## src/rtl/sercsr_pkg.sv

```systemverilog
package sercsr_pkg;

    // status bit positions seen by software
    localparam int STAT_TEND_BIT = 6;
    localparam int STAT_TDE_BIT  = 5;
    localparam int STAT_BRK_BIT  = 4;
    localparam int STAT_RXF_BIT  = 1;
    localparam int STAT_RDY_BIT  = 0;
    // transmit enable position in the control register
    localparam int CTRL_TXEN_BIT = 5;

    // register selected by word index (offset / 4)
    typedef enum logic [3:0] {
        REG_MODE  = 4'd0,
        REG_RATE  = 4'd1,
        REG_CTRL  = 4'd2,
        REG_TXD   = 4'd3,
        REG_STAT  = 4'd4,
        REG_GAP   = 4'd5,
        REG_FCTL  = 4'd6,
        REG_RXCNT = 4'd7,
        REG_PORT  = 4'd8,
        REG_LINE  = 4'd9,
        REG_NONE  = 4'd15
    } reg_sel_e;

    typedef enum logic [1:0] {
        ST_IDLE  = 2'd0,
        ST_ACK   = 2'd1,
        ST_FAULT = 2'd2
    } rsp_state_e;

    typedef struct packed {
        logic tend;
        logic tde;
        logic brk;
        logic rxf;
        logic rdy;
    } flags_t;

endpackage

```

## src/rtl/sercsr_decode.sv

```systemverilog
module sercsr_decode
    import sercsr_pkg::*;
#(
    parameter bit FIFO_VARIANT = 1'b1,
    parameter int ADDR_W       = 6
) (
    input  logic [ADDR_W-1:0] addr,
    input  logic              is_write,
    output reg_sel_e          sel,
    output logic              hit
);

    localparam int IDX_W        = ADDR_W - 2;
    localparam int WINDOW_WORDS = 10;
    localparam logic [IDX_W-1:0] LAST_IDX = IDX_W'(WINDOW_WORDS - 1);

    logic [IDX_W-1:0] idx;
    assign idx = addr[ADDR_W-1:2];

    // unaligned or out-of-window offsets select nothing
    always_comb begin
        sel = REG_NONE;
        if (addr[1:0] == 2'b00 && idx <= LAST_IDX) begin
            sel = reg_sel_e'(idx[3:0]);
        end
    end

    // per-variant, per-direction implementation map
    always_comb begin
        case (sel)
            REG_MODE, REG_RATE, REG_CTRL:          hit = 1'b1;
            REG_TXD:                               hit = is_write || !FIFO_VARIANT;
            REG_STAT, REG_FCTL, REG_PORT, REG_LINE: hit = FIFO_VARIANT;
            REG_RXCNT:                             hit = FIFO_VARIANT && !is_write;
            default:                               hit = 1'b0;
        endcase
    end

endmodule

```

## src/rtl/sercsr_flags.sv

```systemverilog
module sercsr_flags
    import sercsr_pkg::*;
(
    input  logic   clk,
    input  logic   rst_n,
    input  logic   stat_wr,
    input  flags_t keep_mask,
    input  logic   stat_rd,
    input  logic   txd_wr,
    input  logic   ctrl_wr,
    input  logic   ctrl_new_txen,
    input  logic   txen,
    input  logic   evt_break,
    input  logic   evt_rx_full,
    input  logic   evt_rx_ready,
    output flags_t flags
);

    flags_t nxt;

    always_comb begin
        nxt = flags;
        // disabling the transmitter marks transmission ended
        if (ctrl_wr && !ctrl_new_txen) nxt.tend = 1'b1;
        // new transmit byte pending
        if (txd_wr) nxt.tde = 1'b0;
        // clear on written zero
        if (stat_wr) nxt = nxt & keep_mask;
        // instant completion re-arms after a status read
        if (stat_rd && txen) begin
            nxt.tend = 1'b1;
            nxt.tde  = 1'b1;
        end
        // events set last, so they win over a clear
        if (evt_break)    nxt.brk = 1'b1;
        if (evt_rx_full)  nxt.rxf = 1'b1;
        if (evt_rx_ready) nxt.rdy = 1'b1;
    end

    always_ff @(posedge clk or negedge rst_n) begin
        if (!rst_n) begin
            flags <= flags_t'(5'b11000);
        end else begin
            flags <= nxt;
        end
    end

endmodule

```

## src/rtl/sercsr_regs.sv

```systemverilog
module sercsr_regs
    import sercsr_pkg::*;
#(
    parameter bit FIFO_VARIANT = 1'b1,
    parameter int DATA_W       = 8
) (
    input  logic              clk,
    input  logic              rst_n,
    input  logic              wr_en,
    input  reg_sel_e          sel,
    input  logic [DATA_W-1:0] wdata,
    output logic [DATA_W-1:0] mode_q,
    output logic [DATA_W-1:0] rate_q,
    output logic [DATA_W-1:0] ctrl_q,
    output logic [DATA_W-1:0] txd_q,
    output logic [DATA_W-1:0] fctl_q,
    output logic [DATA_W-1:0] port_q,
    output logic              tx_valid
);

    localparam logic [DATA_W-1:0] ALL_ONES  = {DATA_W{1'b1}};
    localparam logic [DATA_W-1:0] MODE_MASK = FIFO_VARIANT ? DATA_W'(8'h7B) : ALL_ONES;
    localparam logic [DATA_W-1:0] CTRL_MASK = FIFO_VARIANT ? DATA_W'(8'hFB) : ALL_ONES;

    always_ff @(posedge clk or negedge rst_n) begin
        if (!rst_n) begin
            mode_q   <= '0;
            rate_q   <= ALL_ONES;
            ctrl_q   <= '0;
            txd_q    <= ALL_ONES;
            fctl_q   <= '0;
            port_q   <= '0;
            tx_valid <= 1'b0;
        end else begin
            tx_valid <= 1'b0;
            if (wr_en) begin
                case (sel)
                    REG_MODE: mode_q <= wdata & MODE_MASK;
                    REG_RATE: rate_q <= wdata;
                    REG_CTRL: ctrl_q <= wdata & CTRL_MASK;
                    REG_TXD: begin
                        txd_q    <= wdata;
                        tx_valid <= 1'b1;
                    end
                    REG_FCTL: fctl_q <= wdata;
                    REG_PORT: port_q <= wdata;
                    default: ;
                endcase
            end
        end
    end

endmodule

```

## src/rtl/sercsr_front.sv

```systemverilog
module sercsr_front
    import sercsr_pkg::*;
#(
    parameter bit FIFO_VARIANT = 1'b1,
    parameter int ADDR_W       = 6,
    parameter int DATA_W       = 8,
    parameter int RDATA_W      = 16,
    parameter int CNT_W        = 5
) (
    input  logic               clk,
    input  logic               rst_n,
    input  logic               req_valid,
    input  logic               req_write,
    input  logic [ADDR_W-1:0]  req_addr,
    input  logic [DATA_W-1:0]  req_wdata,
    input  logic [CNT_W-1:0]   rx_count,
    input  logic               evt_break,
    input  logic               evt_rx_full,
    input  logic               evt_rx_ready,
    output logic               rsp_valid,
    output logic               rsp_err,
    output logic [RDATA_W-1:0] rsp_rdata,
    output logic               tx_valid,
    output logic [DATA_W-1:0]  tx_data
);

    reg_sel_e          sel;
    logic              hit;
    logic              wr_go, rd_go;
    flags_t            flags;
    flags_t            keep_mask;
    logic [DATA_W-1:0] mode_q, rate_q, ctrl_q, txd_q, fctl_q, port_q;
    logic [RDATA_W-1:0] stat_word, rd_word, rdata_d;
    rsp_state_e        state_q, state_d;

    function automatic logic [RDATA_W-1:0] zext(input logic [DATA_W-1:0] v);
        return {{(RDATA_W-DATA_W){1'b0}}, v};
    endfunction

    sercsr_decode #(
        .FIFO_VARIANT(FIFO_VARIANT),
        .ADDR_W      (ADDR_W)
    ) u_decode (
        .addr    (req_addr),
        .is_write(req_write),
        .sel     (sel),
        .hit     (hit)
    );

    assign wr_go = req_valid && req_write && hit;
    assign rd_go = req_valid && !req_write && hit;

    assign keep_mask = '{tend: req_wdata[STAT_TEND_BIT], tde: req_wdata[STAT_TDE_BIT],
                         brk:  req_wdata[STAT_BRK_BIT],  rxf: req_wdata[STAT_RXF_BIT],
                         rdy:  req_wdata[STAT_RDY_BIT]};

    sercsr_flags u_flags (
        .clk          (clk),
        .rst_n        (rst_n),
        .stat_wr      (wr_go && sel == REG_STAT),
        .keep_mask    (keep_mask),
        .stat_rd      (rd_go && sel == REG_STAT),
        .txd_wr       (wr_go && sel == REG_TXD),
        .ctrl_wr      (wr_go && sel == REG_CTRL),
        .ctrl_new_txen(req_wdata[CTRL_TXEN_BIT]),
        .txen         (ctrl_q[CTRL_TXEN_BIT]),
        .evt_break    (evt_break),
        .evt_rx_full  (evt_rx_full),
        .evt_rx_ready (evt_rx_ready),
        .flags        (flags)
    );

    sercsr_regs #(
        .FIFO_VARIANT(FIFO_VARIANT),
        .DATA_W      (DATA_W)
    ) u_regs (
        .clk     (clk),
        .rst_n   (rst_n),
        .wr_en   (wr_go),
        .sel     (sel),
        .wdata   (req_wdata),
        .mode_q  (mode_q),
        .rate_q  (rate_q),
        .ctrl_q  (ctrl_q),
        .txd_q   (txd_q),
        .fctl_q  (fctl_q),
        .port_q  (port_q),
        .tx_valid(tx_valid)
    );

    assign tx_data = txd_q;

    // status word layout
    always_comb begin
        stat_word                = '0;
        stat_word[STAT_TEND_BIT] = flags.tend;
        stat_word[STAT_TDE_BIT]  = flags.tde;
        stat_word[STAT_BRK_BIT]  = flags.brk;
        stat_word[STAT_RXF_BIT]  = flags.rxf;
        stat_word[STAT_RDY_BIT]  = flags.rdy;
    end

    always_comb begin
        case (sel)
            REG_MODE:  rd_word = zext(mode_q);
            REG_RATE:  rd_word = zext(rate_q);
            REG_CTRL:  rd_word = zext(ctrl_q);
            REG_TXD:   rd_word = zext(txd_q);
            REG_STAT:  rd_word = stat_word;
            REG_FCTL:  rd_word = zext(fctl_q);
            REG_RXCNT: rd_word = {{(RDATA_W-CNT_W){1'b0}}, rx_count};
            REG_PORT:  rd_word = zext(port_q);
            default:   rd_word = '0;
        endcase
    end

    // next-state choice from the request just presented
    always_comb begin
        if (!req_valid)  state_d = ST_IDLE;
        else if (hit)    state_d = ST_ACK;
        else             state_d = ST_FAULT;
    end

    always_comb begin
        if (!req_valid || !hit) rdata_d = '1;
        else if (req_write)     rdata_d = '0;
        else                    rdata_d = rd_word;
    end

    // state register (plus the response data it qualifies)
    always_ff @(posedge clk or negedge rst_n) begin
        if (!rst_n) begin
            state_q   <= ST_IDLE;
            rsp_rdata <= '1;
        end else begin
            state_q   <= state_d;
            rsp_rdata <= rdata_d;
        end
    end

    // outputs from the state
    always_comb begin
        unique case (state_q)
            ST_ACK: begin
                rsp_valid = 1'b1;
                rsp_err   = 1'b0;
            end
            ST_FAULT: begin
                rsp_valid = 1'b1;
                rsp_err   = 1'b1;
            end
            default: begin
                rsp_valid = 1'b0;
                rsp_err   = 1'b0;
            end
        endcase
    end

endmodule

```

## config.mk

```make
export PLATFORM = sky130hd
export DESIGN_NAME = sercsr_front
export DESIGN_NICKNAME = d
export VERILOG_FILES = /design/src/rtl/sercsr_pkg.sv /design/src/rtl/sercsr_decode.sv /design/src/rtl/sercsr_flags.sv /design/src/rtl/sercsr_regs.sv /design/src/rtl/sercsr_front.sv
export SDC_FILE = /design/constraint.sdc
export NUM_CORES = 1
export LEC_CHECK = 0
export BUFFER_PORTS_ARGS = -buffer_cell sky130_fd_sc_hd__buf_2
export CORE_MARGIN = 2
export CORE_UTILIZATION = 55
export CTS_CLUSTER_DIAMETER = 200
export DETAILED_ROUTE_END_ITERATION = 12
export PLACE_DENSITY = 0.77
export SLEW_MARGIN = 20
export SYNTH_ARGS = -nofsm -noshare
export SYNTH_HDL_FRONTEND = slang
export SYNTH_SLANG_ARGS = --single-unit
```

## constraint.sdc

```tcl
create_clock -name clk -period 1.4 [get_ports clk]
set_input_delay 0.42 -clock clk [delete_from_list [all_inputs] [get_ports clk]]
set_output_delay 0.42 -clock clk [all_outputs]
set_load 0.01 [all_outputs]
```

# --- After elaboration in Yosys (flattened, before gate mapping) ---
# Index checks and enable logic that the tools add are counted.
totals:
  reg_bits: 69
  out_inout_bits: 27
classes:
  n_lt_le_gt_ge: 1
  eq_ne: 10
  mux: 18
  n_bitwise: 1
  n_reduce_logical: 29
op_table:
  columns: ["op", "count"]
  rows:
  - ["one-hot mux 8 bit (8 select lines)", 1]
  - ["2-to-1 mux 16 bit", 2]
  - ["== test 4 x 3 -> 1 bit (second input constant)", 3]
  - ["AND reduction 2 bit", 6]
  - ["logical AND 1 bit", 11]
  - ["2-to-1 mux 1 bit", 9]
  - ["== test 4 x 2 -> 1 bit (second input constant)", 2]
  - ["== test 4 bit (second input constant)", 2]
  - ["OR reduction 7 bit", 1]
  - ["2-to-1 mux 2 bit", 3]
  - ["nonzero test 2 bit", 3]
  - ["AND 5 bit", 1]
  - ["2-to-1 mux 5 bit", 1]
  - ["== test 4 x 1 -> 1 bit (second input constant)", 1]
  - ["<= comparator 4 bit (second input constant)", 1]
  - ["logical NOT 1 bit", 4]
  - ["logical NOT 4 bit", 1]
  - ["2-to-1 mux 4 bit", 1]
  - ["one-hot mux 1 bit (3 select lines)", 1]
  - ["== test 2 x 1 -> 1 bit (second input constant)", 1]
  - ["== test 2 bit (second input constant)", 1]
  - ["logical NOT 2 bit", 1]
  - ["OR reduction 2 bit", 1]
  - ["logical OR 1 bit", 1]

# --- Depth between registers and ports, before layout ---
# Gate-level depths: netlist of the first run.
depth:
  depth_word: 13
  ltp_mapped: 6
  mapped_depth_nobuf: 4

# --- Modules after synthesis ---
# From an unflattened synthesis of the first run, not the netlist that was laid out.
hier_totals:
  cells_unflattened: 254
  area_unflattened_um2: 3189.3
by_module_without_submodules:
  columns: ["mod", "n_inst", "cells_per_inst", "area_per_inst_um2"]
  rows:
  - ["sercsr_regs", 1, 106, 1809.2]
  - ["sercsr_front", 1, 116, 1093.5]
  - ["sercsr_flags", 1, 19, 215.2]
  - ["sercsr_decode", 1, 13, 71.3]

# --- Least setup slack after synthesis of the first run ---
# OpenSTA, ideal clock, no wires.
synth_path:
  path_type: "in2reg"
  from: "input req_addr[5]"
  to: "register u_regs.txd_q[0]"
  setup_ns: 0.082
  arrival_time_ns: 1.765
  slack_ns: -0.448
  cell_stages: 5
  path_buffers: 2
  cell_sequence: "buf_6 -> or3_1 -> buf_6 -> nor3_4 -> mux2_2"
synth_between:
  elab_chain_len: 8
  elab_cells_between_ends: 16
synth_rtl:
  columns: ["item", "line_no", "text"]
  rows:
  - ["from (decl)", "sercsr_front.sv:14", "input logic [ADDR_W-1:0] req_addr,"]
  - ["<= comparator 4 bit", "sercsr_decode.sv:23", "if (addr[1:0] == 2'b00 && idx <= LAST_IDX) begin"]
  - ["logical AND 1 bit", "sercsr_decode.sv:23", null]
  - ["2-to-1 mux 4 bit *", "sercsr_decode.sv:23", null]
  - ["== test 4 x 3 -> 1 bit, or another cell as far along", "sercsr_decode.sv:30", "case (sel)"]
  - ["OR reduction 7 bit (no line)", null, null]
  - ["one-hot mux 1 bit (3 select lines)", "sercsr_decode.sv:30", null]
  - ["logical AND 1 bit", "sercsr_front.sv:50", "assign wr_go = req_valid && req_write && hit;"]
  - ["AND reduction 2 bit (no line) *", null, null]
  - ["to (signal assigned)", "sercsr_regs.sv:42", "txd_q <= wdata;"]
  - ["to (decl)", "sercsr_regs.sv:15", "output logic [DATA_W-1:0] txd_q,"]
# Mark *: on every way between the ends. The rest lies on a longest branch, timed or not.
# A chain may end at the register's enable or synchronous reset.

# --- Worst setup path after layout of the first run ---
layout_path:
  from: "register state_q[1]"
  to: "output rsp_valid"
layout_between:
  elab_chain_len: 3
  elab_cells_between_ends: 4
layout_rtl:
  columns: ["item", "line_no", "text"]
  rows:
  - ["from (decl)", "sercsr_front.sv:34", "rsp_state_e state_q, state_d;"]
  - ["from (signal assigned)", "sercsr_front.sv:136", "state_q <= state_d;"]
  - ["== test 2 bit or == test 2 x 1 -> 1 bit (tied branches)", "sercsr_front.sv:143", "unique case (state_q)"]
  - ["OR reduction 2 bit (no line) *", null, null]
  - ["2-to-1 mux 1 bit *", "sercsr_front.sv:143", null]
  - ["to (decl)", "sercsr_front.sv:20", "output logic rsp_valid,"]
# Marked as above.

==> flow_summary_export.csv, run 1 <==
group,metric,value,unit
flow_run,cap_violations,0,
status,status,"complete, but fails checks",
setup_path,critPathKind,"flop to output port",
worst_hold_path,hold_class,"primary input to asynchronous set/reset pin",
logic_synthesis,yosysTopAreaCell,"dfrtp_1",
setup_path,cpPeakStageDelay,400,ps
routing,routed_via_density,5.85,
cells_and_area,layout.nets,340,
grt,first_global_vias,2321,
cells_and_area,multi_input_area,0.00148,mm2
logic_synthesis,synth-main-ff-cell,"dfrtp_1",
clock_tree,clock_sinks,62,
cells_and_area,diodes,0,
logic_synthesis,synth.distinct_cells,38,
sta,worstMarginPinSlew,301,ps
sta,hold_viol_final,0,
setup_path,slowest_stage,"dfrtp_1",
routing,drt_iter0_markers,162,
setup_path,cp.buffers_inverters,2,
die,ios,53,
pwr,total_power,4.16,mW
setup_path,worstPathRequired,980,ps
setup_path,arrival,1160,ps
grt,antenna_found_initial,0,
logic_synthesis,synthAdderAreaFrac,0.00419,
clock_tree,cts_tree,"yes",
grt,grt_overflow,0,
pwr,p_per_area,995,mW/mm2
die,fp.dieH,77.7,um
sta,max_slew_margin,0.793,
clock_tree,clkTransAtPathRegs,70,ps
placement,detailed_place_hpwl,4730,um
sta,post-route-period-util,1.13,
die,die_w,77.7,um
setup_path,start_kind,"flop",
pwr,ir_worst_vdd,0.000939,V
logic_synthesis,synth.most_common_cell,"mux2_2",
routing,routed_wl,7870,um
die,core,0.00517,mm2
logic_synthesis,synth_nets,251,
sta,slew_viol_final,0,
logic_synthesis,yosys.area_share.simple,0.108,
clock_tree,cts_made_buffers,9,
sta,finClkSkew,9.22,ps
placement,pre_cts_ws,-442,ps
logic_synthesis,syn_area_per_cell,13.3,um2
clock_tree,clk_latency,350,ps
clock_tree,ctsRootBufferMaster,"clkbuf_8",
logic_synthesis,synth_compound_area_frac,0.0678,
clock_tree,clk_path_buf_depth,2,
logic_synthesis,muxShareOfSynthArea,0.248,
sta,worst_slack,-184,ps
setup_path,end_kind,"output port",
logic_synthesis,synth_top_family_by_area,"multiplexers",
cells_and_area,fillCellCount,279,
die,rows,26,
status,violations,"setup timing",
grt,grt_usage,0.264,
sta,fmax,0.631,GHz
die,die_area,0.00604,mm2
routing,via_count,2270,
logic_synthesis,yosys_warnings,0,
logic_synthesis,syn_area,0.00299,mm2
cells_and_area,syn_to_final_growth,39.9,%
placement,postPlaceCellArea,0.00364,mm2
setup_path,crit_family,"flip-flops",
grt,grt_pass1_wl,12000,um
setup_path,path_cells,"ha_4, inv_2, buf_6",
clock_tree,hold_buffers,0,
sta,min_period,1580,ps
logic_synthesis,synth_edf_count,0,
routing,wl_per_cell,20.3,um
routing,drtAntennaViolNets,0,
grt,grt_max_degree,63,
logic_synthesis,synth_seq_cells,62,
setup_path,path_max_fanout,1,
sta,rsz0062_at_grt,"true",
pwr,p_leak,1.89,nW
logic_synthesis,yosys-top-cells-count,"44 x mux2_2, 35 x dfrtp_1, 27 x dfstp_2",
cells_and_area,drive_above_1_share,0.667,
logic_synthesis,async_flop_share,1.00,
sta,finalSetupViolations,36,
logic_synthesis,syn_inst,224,
logic_synthesis,synth_xor_area_frac,0,
routing,drcViolationCount,0,
clock_tree,htreeDepth,3,
cells_and_area,seq_area,0.00159,mm2
routing,drtPass1Iterations,4,
logic_synthesis,synth_top_area_frac,0.293,
logic_synthesis,ys_seq_area_frac,0.531,
die,start_util,0.578,
placement,gp_congestion,0.852,
logic_synthesis,synth_area_leaders,"dfrtp_1 29%, dfstp_2 24%, mux2_2 17%",
cells_and_area,stdcell_area,0.00418,mm2
placement,io_buffers,52,
## power breakdown
group,switching [mW],internal [mW]
Combinational,0.291,0.358
Clock,0.697,0.782
Sequential,0.0767,1.95
## worst register-to-register path, delay by kind of cell (launching register included)
kind	cells	cell delay [ps]
mux	1	470
flops	1	380
compound gates	3	430
## logic make-up (layout without fill, tap and decap cells)
| family | Yosys count | in the layout |
|---|---|---|
| flip-flops | 62 | 62 |
| multiplexers | 61 | 61 |
| AND/OR/NAND/NOR | 48 | 48 |
| AO/OA/AOI/OAI | 32 | 32 |
| buffers and inverters | 20 | 114 |
| adder cells (fa/ha/maj) | 1 | 1 |
## layer usage
layer | GRT usage | routed length (um)
met1 | 0.365 | 3310
met5 | 0 | 0
met3 | 0.0779 | 519
met4 | 0.114 | 140
met2 | 0.390 | 3900
## path summary, 6_finish.rpt
| check | start | endpoint | slack (ps) | cells past startpoint |
|---|---|---|---|---|
| max in group asynchronous | rst_n | u_regs.txd_q[7]$_DFFE_PN1P_ | 1000 | 2 |
| max | state_q[1]$_DFF_PN0_ | rsp_valid | -180 | 3 |
| min reg2reg | u_flags.flags[3]$_DFF_PN1_ | u_flags.flags[3]$_DFF_PN1_ | 490 | 2 |
| min in group clk | evt_rx_full | u_flags.flags[1]$_DFFE_PN0P_ | 270 | 2 |
| max reg2reg | u_regs.txd_q[0]$_DFFE_PN1P_ | rsp_rdata[0]$_DFF_PN1_ | 40 | 4 |
| min | rst_n | u_regs.ctrl_q[4]$_DFFE_PN0N_ | 70 | 2 |
## state kept, by name, indices dropped and copies added, names as in the netlist, 5 cells and up
register and cells:
rsp_rdata 9, u_regs.fctl_q 8, u_regs.port_q 8, u_regs.rate_q 8, u_regs.txd_q 8, u_regs.ctrl_q 7, u_regs.mode_q 6, u_flags.flags 5
## cells in the final DEF (no fill, tap or decap), types with 3 or more instances in the layout
cell type	count
buf_4	38
mux2_2	36
dfrtp_1	35
buf_6	28
dfstp_2	27
buf_2	22
clkbuf_8	12
o21ai_1	10
mux2i_1	10
mux2_4	8
nand2b_1	6
mux4_2	6
nor3_1	5
o21ai_0	5
buf_12	5
nand3_1	3
nor2b_1	3
nor2_1	3
and2_1	3
nand2_1	3
## per-stage QoR
step	std cells	setup TNS, ps	utilization	hold WS (ps)
2_1_floorplan	224	-9690	-	124
3_3_place_gp	368	-20350	0.703	447
3_5_place_dp	368	-21060	0.703	452
4_1_cts	386	-1500	0.772	84.4
5_1_grt	388	-3190	0.808	99.3
6_report	388	-2090	0.808	70.4
## final cells by class
| type | count | area share |
|---|---|---|
| inverter | 3 | 0.00269 |
| clock buffer | 13 | 0.0404 |
| tap | 70 | 0.0210 |
| multi-input combinational | 142 | 0.353 |
| clock inverter | 3 | 0.00419 |
| sequential | 62 | 0.379 |
| timing repair buffer | 95 | 0.199 |
## timing repair
action,4_1_cts,5_1_grt
pin swaps,1,3
buffers inserted,2,2
resized for setup,30,32
endpoints found under the setup margin,54,61
(Power assumes the default switching activity.)
==> run 2: changes to the inputs <==
==> constraint.sdc (replaced) <==
create_clock -name clk -period 1.4 [get_ports clk]
set_input_delay 0.07 -clock clk [delete_from_list [all_inputs] [get_ports clk]]
set_output_delay 0.07 -clock clk [all_outputs]
set_load 0.01 [all_outputs]
==> run 2 against run 1 <==
The run now ends clean; sequential power is essentially flat; sequential cell count did not move; combinational power is 22% lower; register-to-register slack improved by 20 ps; routed wire length shrank 9.7%; worst hold slack got worse by 65 ps; largest cell class unchanged; largest power group unchanged.
==> flow_summary_export.csv, run 2 (synthesized netlist as in run 1, its figures left out) <==
group,metric,value,unit
status,status,"completed",
cells_and_area,drive_above_1_share,0.584,
routing,drt_iter0_markers,190,
grt,grt_usage,0.256,
setup_path,rr_worst_depth,4,
setup_path,r2r_slack,60,ps
sta,slew_viol_final,0,
clock_tree,clk_latency,350,ps
clock_tree,ctsRootBufferMaster,"clkbuf_8",
cells_and_area,layout_common_cells,"52 x buf_2, 44 x mux2_2, 35 x dfrtp_1, 34 x buf_4, 27 x dfstp_2",
grt,antenna_found_initial,0,
worst_hold_path,hold_depth,2,
sta,max_slew_margin,0.684,
placement,io_buffers,52,
sta,hold_viol_final,0,
placement,place_inst,365,
sta,finClkSkew,7.18,ps
cells_and_area,seq_area,0.00159,mm2
clock_tree,clock_sinks,62,
sta,fmax,0.749,GHz
placement,gp_congestion,0.925,
die,ios,53,
cells_and_area,top_register,"rsp_rdata",
cells_and_area,largest_register_ffs,9,
clock_tree,clkTransAtPathRegs,70,ps
clock_tree,htreeDepth,3,
setup_path,regToRegStartpoint,"u_regs.mode_q[4]$_DFFE_PN0P_",
pwr,total_power,3.99,mW
cells_and_area,diodes,0,
grt,first_global_vias,2207,
pwr,ir_worst_vdd,0.000886,V
clock_tree,cts_made_buffers,9,
setup_path,critPathKind,"flop to flop",
routing,routed_via_density,5.63,
sta,worstMarginPinSlew,469,ps
pwr,p_leak,1.74,nW
placement,detailed_place_hpwl,4910,um
grt,grt_pass1_wl,11400,um
worst_hold_path,hold_class,"primary input to flop",
routing,drtAntennaViolNets,0,
cells_and_area,final_common_cell,"buf_2",
cells_and_area,multi_input_area,0.00129,mm2
flow_run,cap_violations,0,
routing,via_count,2178,
die,die_area,0.00604,mm2
pwr,p_per_area,1060,mW/mm2
sta,rsz0062_at_grt,"false",
sta,setup_tns,0,ps
setup_path,worstPathRequired,1660,ps
routing,wl_per_cell,18.4,um
clock_tree,cts_setup_buffers,0,
sta,post-route-period-util,0.954,
routing,routed_wl,7110,um
cells_and_area,fillCellCount,360,
die,die_w,77.7,um
cells_and_area,syn_to_final_growth,26.5,%
worst_hold_path,hold_start,"req_wdata[7]",
cells_and_area,post-route-util,0.731,
cells_and_area,layout.nets,339,
grt,grt_overflow,0,
worst_hold_path,whs_endpoint,"u_regs.rate_q[7]$_DFFE_PN1P_",
grt,grt_max_degree,63,
sta,whs,5.30,ps
setup_path,reg2reg_to,"rsp_rdata[4]$_DFF_PN1_",
setup_path,start_kind,"flop",
cells_and_area,layout.cells.non_filler,387,
setup_path,path_max_fanout,2,
sta,min_period,1340,ps
setup_path,end_kind,"flop",
die,fp.dieH,77.7,um
clock_tree,clk_path_buf_depth,2,
die,rows,26,
setup_path,arrival,1590,ps
die,core,0.00517,mm2
die,start_util,0.578,
clock_tree,cts_tree,"yes",
routing,drcViolationCount,0,
sta,finalSetupViolations,0,
routing,drtPass1Iterations,4,
## run 2: worst max path at each step
| stage | slack [ps] | to | cells after the start | from |
|---|---|---|---|---|
| 3_5_place_dp | -130 | rsp_rdata[3]$_DFF_PN1_ | 5 | req_addr[2] |
| 2_1_floorplan | -30 | u_regs.txd_q[0]$_DFFE_PN1P_ | 5 | req_addr[5] |
| 3_3_place_gp | -70 | rsp_rdata[1]$_DFF_PN1_ | 5 | req_addr[2] |
| 4_1_cts | 40 | rsp_rdata[3]$_DFF_PN1_ | 3 | u_regs.txd_q[3]$_DFFE_PN1P_ |
| 5_1_grt | 0.4 | rsp_rdata[4]$_DFF_PN1_ | 4 | u_regs.mode_q[4]$_DFFE_PN0P_ |
| 6_report | 60 | rsp_rdata[4]$_DFF_PN1_ | 4 | u_regs.mode_q[4]$_DFFE_PN0P_ |
## run 2: report_power, final
group / internal, mW / switching (mW)
registers: 1.95 / 0.0674
logic: 0.259 / 0.246
clock network: 0.781 / 0.687
total: 2.99 / 1.00
## run 2: stage by stage
stage	area (um2)	setup slack, ps
after floorplan	2990	-35.0
after global placement	3520	-66.9
after detailed placement	3520	-130
after CTS	3770	44.8
after global routing	3780	0.377
final	3780	64.6
## run 2: final cells by class
type,instances,area share
multi-input cells,142,0.342
inverters,3,0.00298
flip-flops and latches,62,0.419
well taps,70,0.0232
repair buffers,94,0.163
clock buffers,13,0.0447
clock inverters,3,0.00463
## run 2: what timing repair did
item	in CTS	in global routing
gates resized for setup	0	3
hold buffers	6	0
setup endpoints to repair	0	3
endpoints found under the hold margin	50	0
## run 2: per-layer routing
layer  vias to the layer above  GRT usage  wire [um]
met5                         -          0          0
met4                         0      0.107        112
met3                        10     0.0709        431
met2                        71      0.404       3460
met1                      1092      0.334       3100
li1                       1005          -          -
## run 2: critical path: stages (launching register included)
cell	delay, ps
dfrtp_1	390
mux4_2	450
and2_1	170
a211oi_1	140
o21ai_0	100
